File: config.mk
export PLATFORM = sky130hd
export DESIGN_NAME = xbus_timing_ctrl
export DESIGN_NICKNAME = d
export VERILOG_FILES = /design/src/rtl/xbus_pkg.sv /design/src/rtl/xbus_seq.sv /design/src/rtl/xbus_pins.sv /design/src/rtl/xbus_timing_ctrl.sv
export SDC_FILE = /design/constraint.sdc
export NUM_CORES = 1
export LEC_CHECK = 0
export BUFFER_PORTS_ARGS = -buffer_cell sky130_fd_sc_hd__clkbuf_2
export CAP_MARGIN = 25
export CORE_ASPECT_RATIO = 2
export CORE_UTILIZATION = 53
export CTS_CLUSTER_DIAMETER = 30
export DETAILED_ROUTE_END_ITERATION = 10
export GPL_ROUTABILITY_DRIVEN = 0
export GPL_TIMING_DRIVEN = 0
export PLACE_DENSITY = 0.82
export SYNTH_ARGS = -nofsm -noshare
export SYNTH_HDL_FRONTEND = slang
export SYNTH_SLANG_ARGS = --single-unit
File: constraint.sdc
create_clock -name clk -period 5.22 [get_ports clk]
set_clock_uncertainty 0.1 [all_clocks]
set_input_delay 1.044 -clock clk [delete_from_list [all_inputs] [get_ports clk]]
set_output_delay 1.044 -clock clk [all_outputs]
set_load 0.1 [all_outputs]
File: src/rtl/xbus_pkg.sv
package xbus_pkg;

    localparam int DIV_W = 3;
    localparam int ALE_W = 3;
    localparam int ACC_W = 5;
    localparam int HLD_W = 3;
    localparam int GAP_W = 4;
    localparam int LANE  = 8;
    // longest phase: (2^ACC_W) bus clocks shifted by the largest divide
    localparam int CNT_W = ACC_W + 1 + (1 << DIV_W) - 1;

    typedef enum logic [2:0] {
        PH_IDLE, PH_RGAP, PH_SETUP, PH_ALE, PH_LHOLD, PH_ACC, PH_HOLD, PH_WGAP
    } phase_e;

    typedef struct packed {
        logic             en;
        logic             wide;
        logic             cs_hi;
        logic             cont;
        logic             rhold_off;
        logic             whold_off;
        logic [DIV_W-1:0] div;
        logic [ACC_W-1:0] acc;
        logic [HLD_W-1:0] hld;
        logic [GAP_W-1:0] wgap;
        logic [GAP_W-1:0] rgap;
    } bank_cfg_t;

    // Length of a phase in system clocks.
    function automatic logic [CNT_W-1:0] phase_len(phase_e p, bank_cfg_t c,
                                                   logic [ALE_W-1:0] ale);
        logic [CNT_W-1:0] n;
        case (p)
            PH_RGAP:            n = CNT_W'(c.rgap);
            PH_SETUP, PH_LHOLD: n = CNT_W'(1);
            PH_ALE:             n = CNT_W'(ale) + CNT_W'(1);
            PH_ACC:             n = CNT_W'(c.acc) + CNT_W'(1);
            PH_HOLD:            n = CNT_W'(c.hld) + CNT_W'(1);
            PH_WGAP:            n = CNT_W'(c.wgap);
            default:            n = '0;
        endcase
        return n << c.div;
    endfunction

    function automatic phase_e after_hold(bank_cfg_t c, logic wr);
        return (wr && c.wgap != '0) ? PH_WGAP : PH_IDLE;
    endfunction

    function automatic phase_e after_access(bank_cfg_t c, logic wr);
        if (wr ? c.whold_off : c.rhold_off) return after_hold(c, wr);
        return PH_HOLD;
    endfunction

endpackage

File: src/rtl/xbus_seq.sv
module xbus_seq
    import xbus_pkg::*;
#(
    parameter int BW = 2
) (
    input  logic             clk,
    input  logic             rst,
    input  logic             req_valid,
    input  logic [BW-1:0]    req_bank,
    input  logic             req_write,
    input  bank_cfg_t        cfg_sel,
    input  logic [ALE_W-1:0] ale_len,
    output phase_e           phase,
    output logic [BW-1:0]    cur_bank,
    output logic             cur_write,
    output logic             accept,
    output logic             dis_take,
    output logic             acc_last,
    output logic             ready
);

    logic [CNT_W-1:0] cnt;
    bank_cfg_t        cur_cfg;
    logic             ready_q, chain, last_rd, skip_q;
    logic             idle_take, skip, r2r;
    phase_e           first, nxt;

    assign idle_take = (phase == PH_IDLE) && !ready_q && req_valid;
    assign accept    = idle_take && cfg_sel.en;
    assign dis_take  = idle_take && !cfg_sel.en;
    assign skip      = chain && cfg_sel.cont && (req_bank == cur_bank);
    assign r2r       = chain && last_rd && !req_write && (cfg_sel.rgap != '0);
    assign first     = r2r ? PH_RGAP : (skip ? PH_ACC : PH_SETUP);
    assign acc_last  = (phase == PH_ACC) && (cnt == '0);
    assign ready     = ready_q;

    always_comb begin
        case (phase)
            PH_RGAP:  nxt = skip_q ? PH_ACC : PH_SETUP;
            PH_SETUP: nxt = PH_ALE;
            PH_ALE:   nxt = PH_LHOLD;
            PH_LHOLD: nxt = PH_ACC;
            PH_ACC:   nxt = after_access(cur_cfg, cur_write);
            PH_HOLD:  nxt = after_hold(cur_cfg, cur_write);
            default:  nxt = PH_IDLE;
        endcase
    end

    always_ff @(posedge clk) begin
        if (rst) begin
            phase     <= PH_IDLE;
            cnt       <= '0;
            cur_cfg   <= '0;
            cur_bank  <= '0;
            cur_write <= 1'b0;
            ready_q   <= 1'b0;
            chain     <= 1'b0;
            last_rd   <= 1'b0;
            skip_q    <= 1'b0;
        end else begin
            ready_q <= 1'b0;
            if (phase == PH_IDLE) begin
                if (!ready_q) begin
                    chain <= 1'b0;
                    if (accept) begin
                        phase     <= first;
                        cnt       <= phase_len(first, cfg_sel, ale_len) - CNT_W'(1);
                        cur_cfg   <= cfg_sel;
                        cur_bank  <= req_bank;
                        cur_write <= req_write;
                        skip_q    <= skip;
                    end else if (dis_take) begin
                        ready_q <= 1'b1;
                        last_rd <= 1'b0;
                    end
                end
            end else if (cnt != '0) begin
                cnt <= cnt - CNT_W'(1);
            end else begin
                phase <= nxt;
                if (nxt == PH_IDLE) begin
                    ready_q <= 1'b1;
                    chain   <= 1'b1;
                    last_rd <= !cur_write;
                end else begin
                    cnt <= phase_len(nxt, cur_cfg, ale_len) - CNT_W'(1);
                end
            end
        end
    end

    // completion pulse never lasts two cycles
    p_ready_single_r12: assert property (@(posedge clk) disable iff (rst)
        ready |=> !ready);
    // a running phase keeps its state until its count expires
    p_phase_hold_r2: assert property (@(posedge clk) disable iff (rst)
        (phase != PH_IDLE && cnt != '0) |=> $stable(phase));
    // disabled target completes on the next edge
    p_disabled_fast_r11: assert property (@(posedge clk) disable iff (rst)
        dis_take |=> (ready && phase == PH_IDLE));

endmodule

File: src/rtl/xbus_pins.sv
module xbus_pins
    import xbus_pkg::*;
#(
    parameter int NBANK = 3,
    parameter int BW    = 2,
    parameter int ADW   = 16
) (
    input  logic             clk,
    input  logic             rst,
    input  phase_e           phase,
    input  logic [BW-1:0]    cur_bank,
    input  logic             cur_write,
    input  logic             cur_byte,
    input  logic [ADW-1:0]   addr,
    input  logic [ADW-1:0]   wdata,
    input  logic [NBANK-1:0] cs_hi,
    output logic             ale,
    output logic [NBANK-1:0] cs_o,
    output logic             rd_n,
    output logic             wr_n,
    output logic [ADW-1:0]   ad_out,
    output logic             ad_oe
);

    logic             in_cyc, addr_ph, data_ph;
    logic [NBANK-1:0] cs_act;
    logic [ADW-1:0]   wlane;

    assign addr_ph = (phase == PH_SETUP) || (phase == PH_ALE) || (phase == PH_LHOLD);
    assign data_ph = (phase == PH_ACC) || (phase == PH_HOLD);
    assign in_cyc  = addr_ph || data_ph;
    assign wlane   = cur_byte ? {{(ADW-LANE){1'b0}}, wdata[LANE-1:0]} : wdata;

    assign ale    = (phase == PH_ALE);
    assign rd_n   = !((phase == PH_ACC) && !cur_write);
    assign wr_n   = !((phase == PH_ACC) && cur_write);
    assign ad_oe  = addr_ph || (data_ph && cur_write);
    assign ad_out = addr_ph ? addr : ((data_ph && cur_write) ? wlane : '0);

    for (genvar b = 0; b < NBANK; b++) begin : g_cs
        assign cs_act[b] = in_cyc && (cur_bank == BW'(b));
        assign cs_o[b]   = cs_act[b] ? cs_hi[b] : !cs_hi[b];
    end

    // at most one bank selected
    p_cs_single_r10: assert property (@(posedge clk) disable iff (rst)
        $onehot0(cs_act));
    // latch pulse only inside an active chip select
    p_ale_in_cs_r3: assert property (@(posedge clk) disable iff (rst)
        ale |-> $onehot(cs_act));
    // read and write strobes never overlap
    p_strobe_excl_r4: assert property (@(posedge clk) disable iff (rst)
        !(!rd_n && !wr_n));
    // write gap keeps every chip select idle
    p_wgap_idle_r7: assert property (@(posedge clk) disable iff (rst)
        (phase == PH_WGAP) |-> (cs_act == '0));

endmodule

File: src/rtl/xbus_timing_ctrl.sv
module xbus_timing_ctrl
    import xbus_pkg::*;
#(
    parameter int NBANK = 3,
    parameter int ADW   = 16,
    localparam int BW   = (NBANK > 1) ? $clog2(NBANK + 1) : 1
) (
    input  logic                        clk,
    input  logic                        rst,
    input  logic                        req_valid,
    input  logic [BW-1:0]               req_bank,
    input  logic [ADW-1:0]              req_addr,
    input  logic [ADW-1:0]              req_wdata,
    input  logic                        req_write,
    input  logic                        req_byte,
    output logic                        req_ready,
    output logic [ADW-1:0]              rdata,
    input  logic [NBANK-1:0]            cfg_en,
    input  logic [NBANK-1:0]            cfg_wide,
    input  logic [NBANK-1:0]            cfg_cs_hi,
    input  logic [NBANK-1:0]            cfg_cont,
    input  logic [NBANK-1:0]            cfg_rhold_off,
    input  logic [NBANK-1:0]            cfg_whold_off,
    input  logic [NBANK-1:0][DIV_W-1:0] cfg_div,
    input  logic [NBANK-1:0][ACC_W-1:0] cfg_acc,
    input  logic [NBANK-1:0][HLD_W-1:0] cfg_hld,
    input  logic [NBANK-1:0][GAP_W-1:0] cfg_wgap,
    input  logic [NBANK-1:0][GAP_W-1:0] cfg_rgap,
    input  logic [ALE_W-1:0]            cfg_ale,
    output logic                        bus_ale,
    output logic [NBANK-1:0]            bus_cs,
    output logic                        bus_rd_n,
    output logic                        bus_wr_n,
    output logic [ADW-1:0]              bus_ad_out,
    output logic                        bus_ad_oe,
    input  logic [ADW-1:0]              bus_ad_in
);

    bank_cfg_t        cfg_arr [NBANK];
    bank_cfg_t        cfg_sel;
    phase_e           phase;
    logic [BW-1:0]    cur_bank;
    logic             cur_write, accept, dis_take, acc_last;
    logic [ADW-1:0]   addr_q, wdata_q, rdata_q;
    logic             byte_q;

    for (genvar b = 0; b < NBANK; b++) begin : g_cfg
        assign cfg_arr[b] = '{en: cfg_en[b], wide: cfg_wide[b], cs_hi: cfg_cs_hi[b],
                              cont: cfg_cont[b], rhold_off: cfg_rhold_off[b],
                              whold_off: cfg_whold_off[b], div: cfg_div[b],
                              acc: cfg_acc[b], hld: cfg_hld[b],
                              wgap: cfg_wgap[b], rgap: cfg_rgap[b]};
    end

    // out-of-range index selects an all-zero (disabled) setting
    always_comb begin
        cfg_sel = '0;
        for (int b = 0; b < NBANK; b++)
            if (req_bank == BW'(b)) cfg_sel = cfg_arr[b];
    end

    xbus_seq #(.BW(BW)) u_seq (
        .clk(clk), .rst(rst), .req_valid(req_valid), .req_bank(req_bank),
        .req_write(req_write), .cfg_sel(cfg_sel), .ale_len(cfg_ale),
        .phase(phase), .cur_bank(cur_bank), .cur_write(cur_write),
        .accept(accept), .dis_take(dis_take), .acc_last(acc_last),
        .ready(req_ready)
    );

    always_ff @(posedge clk) begin
        if (rst) begin
            addr_q  <= '0;
            wdata_q <= '0;
            byte_q  <= 1'b0;
            rdata_q <= '0;
        end else begin
            if (accept) begin
                addr_q  <= req_addr;
                wdata_q <= req_wdata;
                byte_q  <= req_byte || !cfg_sel.wide;
            end
            if (dis_take)
                rdata_q <= '0;
            else if (acc_last && !cur_write)
                rdata_q <= byte_q ? {{(ADW-LANE){1'b0}}, bus_ad_in[LANE-1:0]} : bus_ad_in;
        end
    end

    assign rdata = rdata_q;

    xbus_pins #(.NBANK(NBANK), .BW(BW), .ADW(ADW)) u_pins (
        .clk(clk), .rst(rst), .phase(phase), .cur_bank(cur_bank),
        .cur_write(cur_write), .cur_byte(byte_q), .addr(addr_q),
        .wdata(wdata_q), .cs_hi(cfg_cs_hi), .ale(bus_ale), .cs_o(bus_cs),
        .rd_n(bus_rd_n), .wr_n(bus_wr_n), .ad_out(bus_ad_out), .ad_oe(bus_ad_oe)
    );

    // no new cycle starts in the ready cycle
    p_ready_idle_r12: assert property (@(posedge clk) disable iff (rst)
        req_ready |-> (bus_rd_n && bus_wr_n && !bus_ale));

endmodule

Yosys cells after proc, flatten, opt, wreduce, memory -nomap -nowiden
Index checks and enable logic that the tools add are counted.

Flip-flop bits (word level): 93. Word-level logic and storage cells: 167.

$add $sub $neg: 8. Multiplexer cells: 55. Shifts and indexed selects: 2. Bitwise gates (word level): 1. Equality and inequality tests: 31. Reduce and logical (&&, ||, !) cells: 51.

Operator list (count): $mux 13 (13); $pmux 13 s6 (2); $mux 25 (3); $mux 16 (4); $sub 13x1->13 const B (3); $eq 3x3->1 const B (11); $mux 3 (10); $shl 13x3->13 (2); $mux 1 (22); $eq 3x2->1 const B (6); $logic_and 1x1->1 (18); $pmux 3 s6 (1); $logic_not 13->1 (1); $reduce_bool 13->1 (1); $add 3x1->4 const B (3); $add 5x1->6 const B (2); $reduce_and 3->1 (4); $logic_not 1->1 (10); $eq 3x1->1 const B (3); $ne 2x2->1 const B (4); $reduce_bool 4->1 (2); $logic_not 3->1 (2); $logic_or 1x1->1 (6); $reduce_or 2->1 (3); 9 further kinds (12).

Logic depth before layout (Yosys ltp)
Gate-level depths: netlist (run 1).

Depth after elaboration: 20. Mapped depth: 17.

Cells and area by module
A second synthesis (run 1) with hierarchy kept.

Cells, all modules: 804. Area, all modules: 6212.2 µm².

By module, submodules not included: xbus_seq (area each 3560.9 µm², seq. area each 800.8 µm², times used 1, cells an instance 499); xbus_timing_ctrl (area each 2331.0 µm², seq. area each 980.9 µm², times used 1, cells an instance 264); xbus_pins (area each 320.3 µm², seq. area each 0.0 µm², times used 1, cells an instance 41).

Least setup slack after synthesis (run 1)
OpenSTA, ideal clock, no wires.

Kind: in2reg. Start point: input port req_bank[1]. End point: register u_seq.cnt[12]. Setup slack: 763 ps. Stages: 16. Data arrival time: 4294 ps. Path buffers: 3. Library setup time: 62 ps. Path through: buf_6 -> buf_12 -> mux2i_1 -> a2bb2oi_1 -> inv_2 -> ha_1 -> nand4_1 -> o22ai_2 -> a311oi_1 -> nor3_1 -> a211oi_2 -> nand4_1 -> or4_1 -> buf_2 -> or4_1 -> nand3_1.

RTL lines: start: declaration (RTL line xbus_timing_ctrl.sv:11) `input logic [BW-1:0] req_bank,`; end signal: assignment (RTL line xbus_seq.sv:67) `cnt <= phase_len(first, cfg_sel, ale_len) - CNT_W'(1);`; end signal: assignment (RTL line xbus_seq.sv:78) `cnt <= cnt - CNT_W'(1);`; end signal: assignment (RTL line xbus_seq.sv:86) `cnt <= phase_len(nxt, cur_cfg, ale_len) - CNT_W'(1);`; end: declaration (RTL line xbus_seq.sv:22) `logic [CNT_W-1:0] cnt;`.

==> impl_metrics.csv, run 1 <==
group,metric,value,unit
place,post_dp_cell_area,6970,um2
cts,htree_levels,3,
yosys,synth-main-ff-cell,"dfxtp_1",
floorplan,placementRows,54,
routing,drtPass1Iterations,5,
sta,slew_headroom,31.6,%
worst_setup_path,worstPathRequired,5410,ps
global_routing,grt_pass1_vias,6521,
yosys,yosys-top-cells-area,"dfxtp_1 (30%), nand2_1 (8.0%), a21oi_1 (6.7%)",
yosys,syn_inst,791,
place,post-dp-hpwl,16000,um
floorplan,die_x,76.8,um
min_path,holdCritStartpoint,"rdata[4]",
worst_setup_path,reg2reg_from,"u_seq.cnt[0]",
status,status,"finished clean",
floorplan,die_area,11600,um2
layout,utilization,67.1,%
worst_setup_path,startpoint,"req_bank[1]",
global_routing,grt_start_max_net_pins,15,
yosys,netlist_area,5930,um2
yosys,synth-seq-area-share,30.0,%
sta,final.min_clock_period,4980,ps
yosys,syn_area_per_cell,7.50,um2
yosys,synth_edf_count,0,
sta,tns,0,ps
global_routing,antenna_found_initial,0,
layout,antenna_cells,0,
routing,avgViaCountPerCell,6.18,
sta,max_clock_freq,201,MHz
layout,multiInputGateArea,3870,um2
yosys,yosys_warnings,0,
power,p_leak,2.92,nW
cts,clk_latency,350,ps
sta,rsz0062_at_grt,"no",
global_routing,grt_overflow,0,
yosys,syn-num-nets,929,
floorplan,io_pins,173,
floorplan,die_h,152,um
global_routing,grt_busiest_layer,"met2",
cts,post_cts_buffers,0,
global_routing,grtUsageMet1,33.7,%
sta,hold_viol,0,
sta,min_period_over_period,95.3,%
layout,nets,1112,
routing,drc,0,
worst_setup_path,crit_arrival,5170,ps
sta,tightest_slew,1020,ps
global_routing,met3_usage,6.35,%
yosys,yosysTopAreaCell,"dfxtp_1",
place,pre_cts_ws,-142,ps
worst_setup_path,setup.worst_path.end_class,"flop",
sta,setup_viol,0,
cts,clk_pin_slew,70,ps
run,maxCapViolCount,0,
cts,cts_max_path_buffers,2,
worst_setup_path,cp-start-kind,"input port",
routing,totalWireLength,20800,um
cts,cts_resized,0,
power,ir_drop,0.000270,V
worst_setup_path,path_class,"input port to flop",
yosys,synth-seq-cells,89,
layout,syn2layout_area_growth,23.0,%
cts,root_buffer,"clkbuf_16",
yosys,async_flop_share,0,%
cts,cts_tree,"done",
power,power_density,402,nW/um2
global_routing,gr-usage-all-layers,35.3,%
routing,dr_total_vias,6899,
worst_setup_path,cp_max_fo,10,
yosys,synth_top_area_share,30.0,%
floorplan,initial_utilization,54.5,%
global_routing,grt_pass1_wl,31800,um
floorplan,core_area,10900,um2
sta,final-max-slew-violation-count,0,
power,total_power,2.94,mW
routing,antenna_left,0,
layout,drive_gt1_share,23.2,%
cts,cts_buffers,9,
layout,final_cell_area,7290,um2
routing,drt-initial-drc-count,597,
sta,timing.final.ws_setup,243,ps
global_routing,met2_usage,66.6,%
routing,wire_per_inst,18.6,um
cts,clkSinkCount,89,
place,io_buffers,172,
cts,ctsHoldBuffers,0,
layout,fillCellCount,987,
min_path,hp-class,"flop to flop",
yosys,yosysUniqueCellTypes,83,
layout,seq_area,1780,um2
[cell families (layout without fill, tap and decap cells)]
group	Yosys count	after routing	synth area share, %
muxes	27	27	4.81
DFF	89	89	30.0
AOI/OAI and AO/OA	241	241	29.1
and+or+nand+nor	351	351	28.2
adders and majority gates	5	5	1.05
xor gates and xnor gates	12	12	1.77
buffers and inverters	66	252	4.98
[report_power, final]
part	switching (mW)	internal (mW)	leakage, nW
Sequential	0.0911	0.770	0.724
Combinational	0.943	0.433	2.05
Clock	0.284	0.415	0.148
[cell type report]
type                            count  share of cell area (%)
Multi-Input combinational cell    636                    53.1
Sequential cell                    89                    24.4
Timing Repair Buffer              172                    11.8
Buffer                             57                    3.58
Clock buffer                        9                    3.09
Tap cell                          140                    2.40
Clock inverter                      5                    1.11
Inverter                            9                   0.463
[metal layers]
metal  routed length, um  share of wire [%]  vias up
li1                    -                  -     3293
met1                7020                 34     3162
met2               11000                 53      333
met3                1240                6.0      111
met4                1540                7.4        0
met5                   0                  0        -
[state kept, by name, summed over array words and instances, names as in the netlist]
| name | count |
|---|---|
| addr_q | 16 |
| byte_q | 1 |
| rdata | 16 |
| u_seq.chain | 1 |
| u_seq.cnt | 13 |
| u_seq.cur_bank | 2 |
| u_seq.cur_cfg | 17 |
| u_seq.cur_write | 1 |
| u_seq.last_rd | 1 |
| u_seq.phase | 3 |
| u_seq.ready | 1 |
| u_seq.skip_q | 1 |
| wdata_q | 16 |
[critical path: stages]
cell       delay (ps)
clkbuf_2          140
buf_6             180
buf_12            170
mux2i_1           260
a2bb2oi_2         250
inv_2              90
ha_1              270
nor2b_1           150
a221o_1           160
nor4_1             60
o21ai_2           270
o221ai_1          200
o211ai_1          360
a21oi_1           240
or4_1             550
buf_2             170
or4_1             500
nand3_1            70
[cell usage after synthesis (7+ instances only)]
master    count
o31ai_1       9
a31oi_1       8
mux2i_1      24
a21oi_1      79
inv_1         7
nor3_1       29
nor3b_1      14
or3_1         8
clkbuf_1     45
and3_1        8
nor2_1       82
dfxtp_1      89
nand4_1      11
o21ai_0      24
nor2b_1       7
a211oi_1     22
nand2b_1      8
nand3_1      25
a22o_1       18
nand2_1     126
o211ai_1     10
[final timing paths]
kind / endpoint / slack [ps] / depth (start not counted)
worst max-delay path: u_seq.cnt[12] / 240 / 18
worst min-delay path: rdata[4] / 350 / 2
worst max register to register: u_seq.cnt[12] / 920 / 10
worst min register to register: rdata[4] / 350 / 2
[cell usage in the layout (no fill, tap or decap), types with 24 or more instances in the layout]
cell type	instances
o21ai_0	24
clkbuf_2	172
clkbuf_1	45
nand3_1	25
dfxtp_1	89
a21oi_1	79
nor3_1	29
mux2i_1	24
nand2_1	126
nor2_1	82
[per-stage QoR]
stage | hold slack, ps | cells
6_report | 353 | 1117
4_1_cts | 355 | 1117
5_1_grt | 378 | 1117
2_1_floorplan | 336 | 791
3_3_place_gp | 342 | 1103
3_5_place_dp | 347 | 1103
Power figures use the tool's default switching activity.
==> inputs of run 2 (changes only) <==
Clock period 5.22 ns to 5.6 ns, I/O delays scaled along.
==> run 2 against run 1 <==
Net effect: hold slack hardly changed; utilization is 0.20 points lower; setup slack better by 160 ps; non-clock buffer count stayed put; via count is 0.91% higher; highest routed layer unchanged; global-route usage stayed put; clock-buffer cell count stayed put; largest power group unchanged; wire length is 0.46% lower.
==> impl_metrics.csv, run 2 (synthesis results as in run 1) <==
group,metric,value,unit
status,status,"finished clean",
global_routing,antenna_found_initial,0,
routing,drt-initial-drc-count,620,
worst_setup_path,crit_top_cell,"nand4_1",
routing,antenna_left,0,
worst_setup_path,crit_arrival,5340,ps
sta,setup_viol,0,
cts,clkSinkCount,89,
power,total_power,2.72,mW
floorplan,io_pins,173,
sta,max_clock_freq,192,MHz
cts,ctsHoldBuffers,0,
global_routing,gr-usage-all-layers,35.3,%
layout,fillCellCount,983,
cts,clk_latency,350,ps
layout,multiInputGateArea,3850,um2
routing,wire_per_inst,18.5,um
layout,final_common_cell,"clkbuf_2",
layout,nets,1112,
sta,tightest_slew,1050,ps
global_routing,grt_start_max_net_pins,15,
routing,drtPass1Iterations,5,
global_routing,grt_pass1_vias,6521,
cts,cts_buffers,9,
sta,slew_headroom,30.1,%
power,power_density,374,nW/um2
run,maxCapViolCount,0,
layout,drive_gt1_share,23.0,%
floorplan,die_area,11600,um2
floorplan,placementRows,54,
power,ir_drop,0.000252,V
worst_setup_path,path_class,"input port to flop",
worst_setup_path,worstPathRequired,5740,ps
layout,mostFrequentLayoutCells,"clkbuf_2 (172), nand2_1 (126), dfxtp_1 (89)",
layout,seq_area,1780,um2
worst_setup_path,setup.worst_path.end_class,"flop",
cts,htree_levels,3,
routing,totalWireLength,20700,um
floorplan,initial_utilization,54.5,%
floorplan,core_area,10900,um2
worst_setup_path,critPathSlowestCell,"nor4_2",
cts,cts_tree,"done",
layout,regMostFlops,"u_seq.cur_cfg",
floorplan,die_x,76.8,um
place,io_buffers,172,
place,post-dp-hpwl,16000,um
sta,hold_viol,0,
floorplan,die_h,152,um
min_path,hp-class,"flop to flop",
cts,cts_resized,0,
cts,clk_pin_slew,70,ps
cts,post_cts_buffers,0,
layout,syn2layout_area_growth,22.6,%
global_routing,grt_pass1_wl,31800,um
layout,antenna_cells,0,
worst_setup_path,crit_chain,"clkbuf_2 -> buf_6 -> buf_12 -> mux2i_1 -> a2bb2oi_1 -> inv_2 -> ha_1 -> nand4_1 -> o22ai_2 -> a311oi_1 -> nor4_1 -> nor3b_1 -> nand4_1 -> nor4_2 -> a2111oi_0 -> a311o_1",
cts,cts_max_path_buffers,2,
routing,drc,0,
sta,tns,0,ps
power,p_leak,2.91,nW
sta,min_period_over_period,92.9,%
sta,rsz0062_at_grt,"no",
layout,largest_reg_flops,17,
worst_setup_path,cp-start-kind,"input port",
sta,final.min_clock_period,5200,ps
routing,dr_total_vias,6962,
cts,root_buffer,"clkbuf_16",
global_routing,grt_overflow,0,
sta,final-max-slew-violation-count,0,
worst_setup_path,cp_max_fo,10,
worst_setup_path,crit_path_max_incr_delay,610,ps
routing,avgViaCountPerCell,6.23,
[run 2: cell count changes in the layout (fill, tap and decap cells not counted)]
cell	change
a2bb2oi_1	+2
a2bb2oi_2	-2
nor4_2	+1
nor4_4	-1
[run 2: cell type report]
class                   instances  area share, %
plain buffers                  57           3.60
clock buffers                   9           3.10
clock inverters                 5           1.12
inverters                       9          0.464
multi-input cells             636           53.0
flip-flops and latches         89           24.5
well taps                     140           2.41
repair buffers                172           11.8
[run 2: final timing paths]
kind / from / to / slack [ps] / cells after the start
setup / recovery: req_bank[1] / u_seq.cnt[11] / 400 / 16
setup reg to reg: u_seq.cnt[0] / u_seq.cnt[12] / 1260 / 10
hold reg to reg: rdata[4] / rdata[4] / 350 / 2
hold / removal: rdata[4] / rdata[4] / 350 / 2
[run 2: critical path, delay by kind of cell]
kind / cells / cell delay, ps
AND/OR/NAND/NOR: 5 / 1600
AO/OA/AOI/OAI: 5 / 1470
adder cells (fa/ha/maj): 1 / 320
buffers and inverters: 4 / 600
multiplexers: 1 / 230
[run 2: stage by stage]
step	std cells	setup WS, ps	hold WS, ps	instance area [um2]	utilization, %
floorplan	791	1070	336	5930	-
detailed placement	1103	162	347	6970	64.0
finish	1117	399	353	7270	66.9
CTS	1117	492	355	7270	66.9
global route	1117	118	378	7270	66.9
global placement	1103	257	342	6970	64.0
[run 2: metal layers]
layer / global-route usage [%] / vias up / part of all wire [%]
met5: 0 / - / 0
met4: 25.8 / 0 / 7.1
met3: 6.35 / 102 / 6.4
met2: 66.6 / 358 / 53
met1: 33.7 / 3210 / 34
li1: - / 3292 / -
[run 2: power by group]
group / internal [mW] / switching [mW] / total [mW]
registers: 0.717 / 0.0852 / 0.803
clock network: 0.387 / 0.266 / 0.653
logic: 0.397 / 0.869 / 1.27
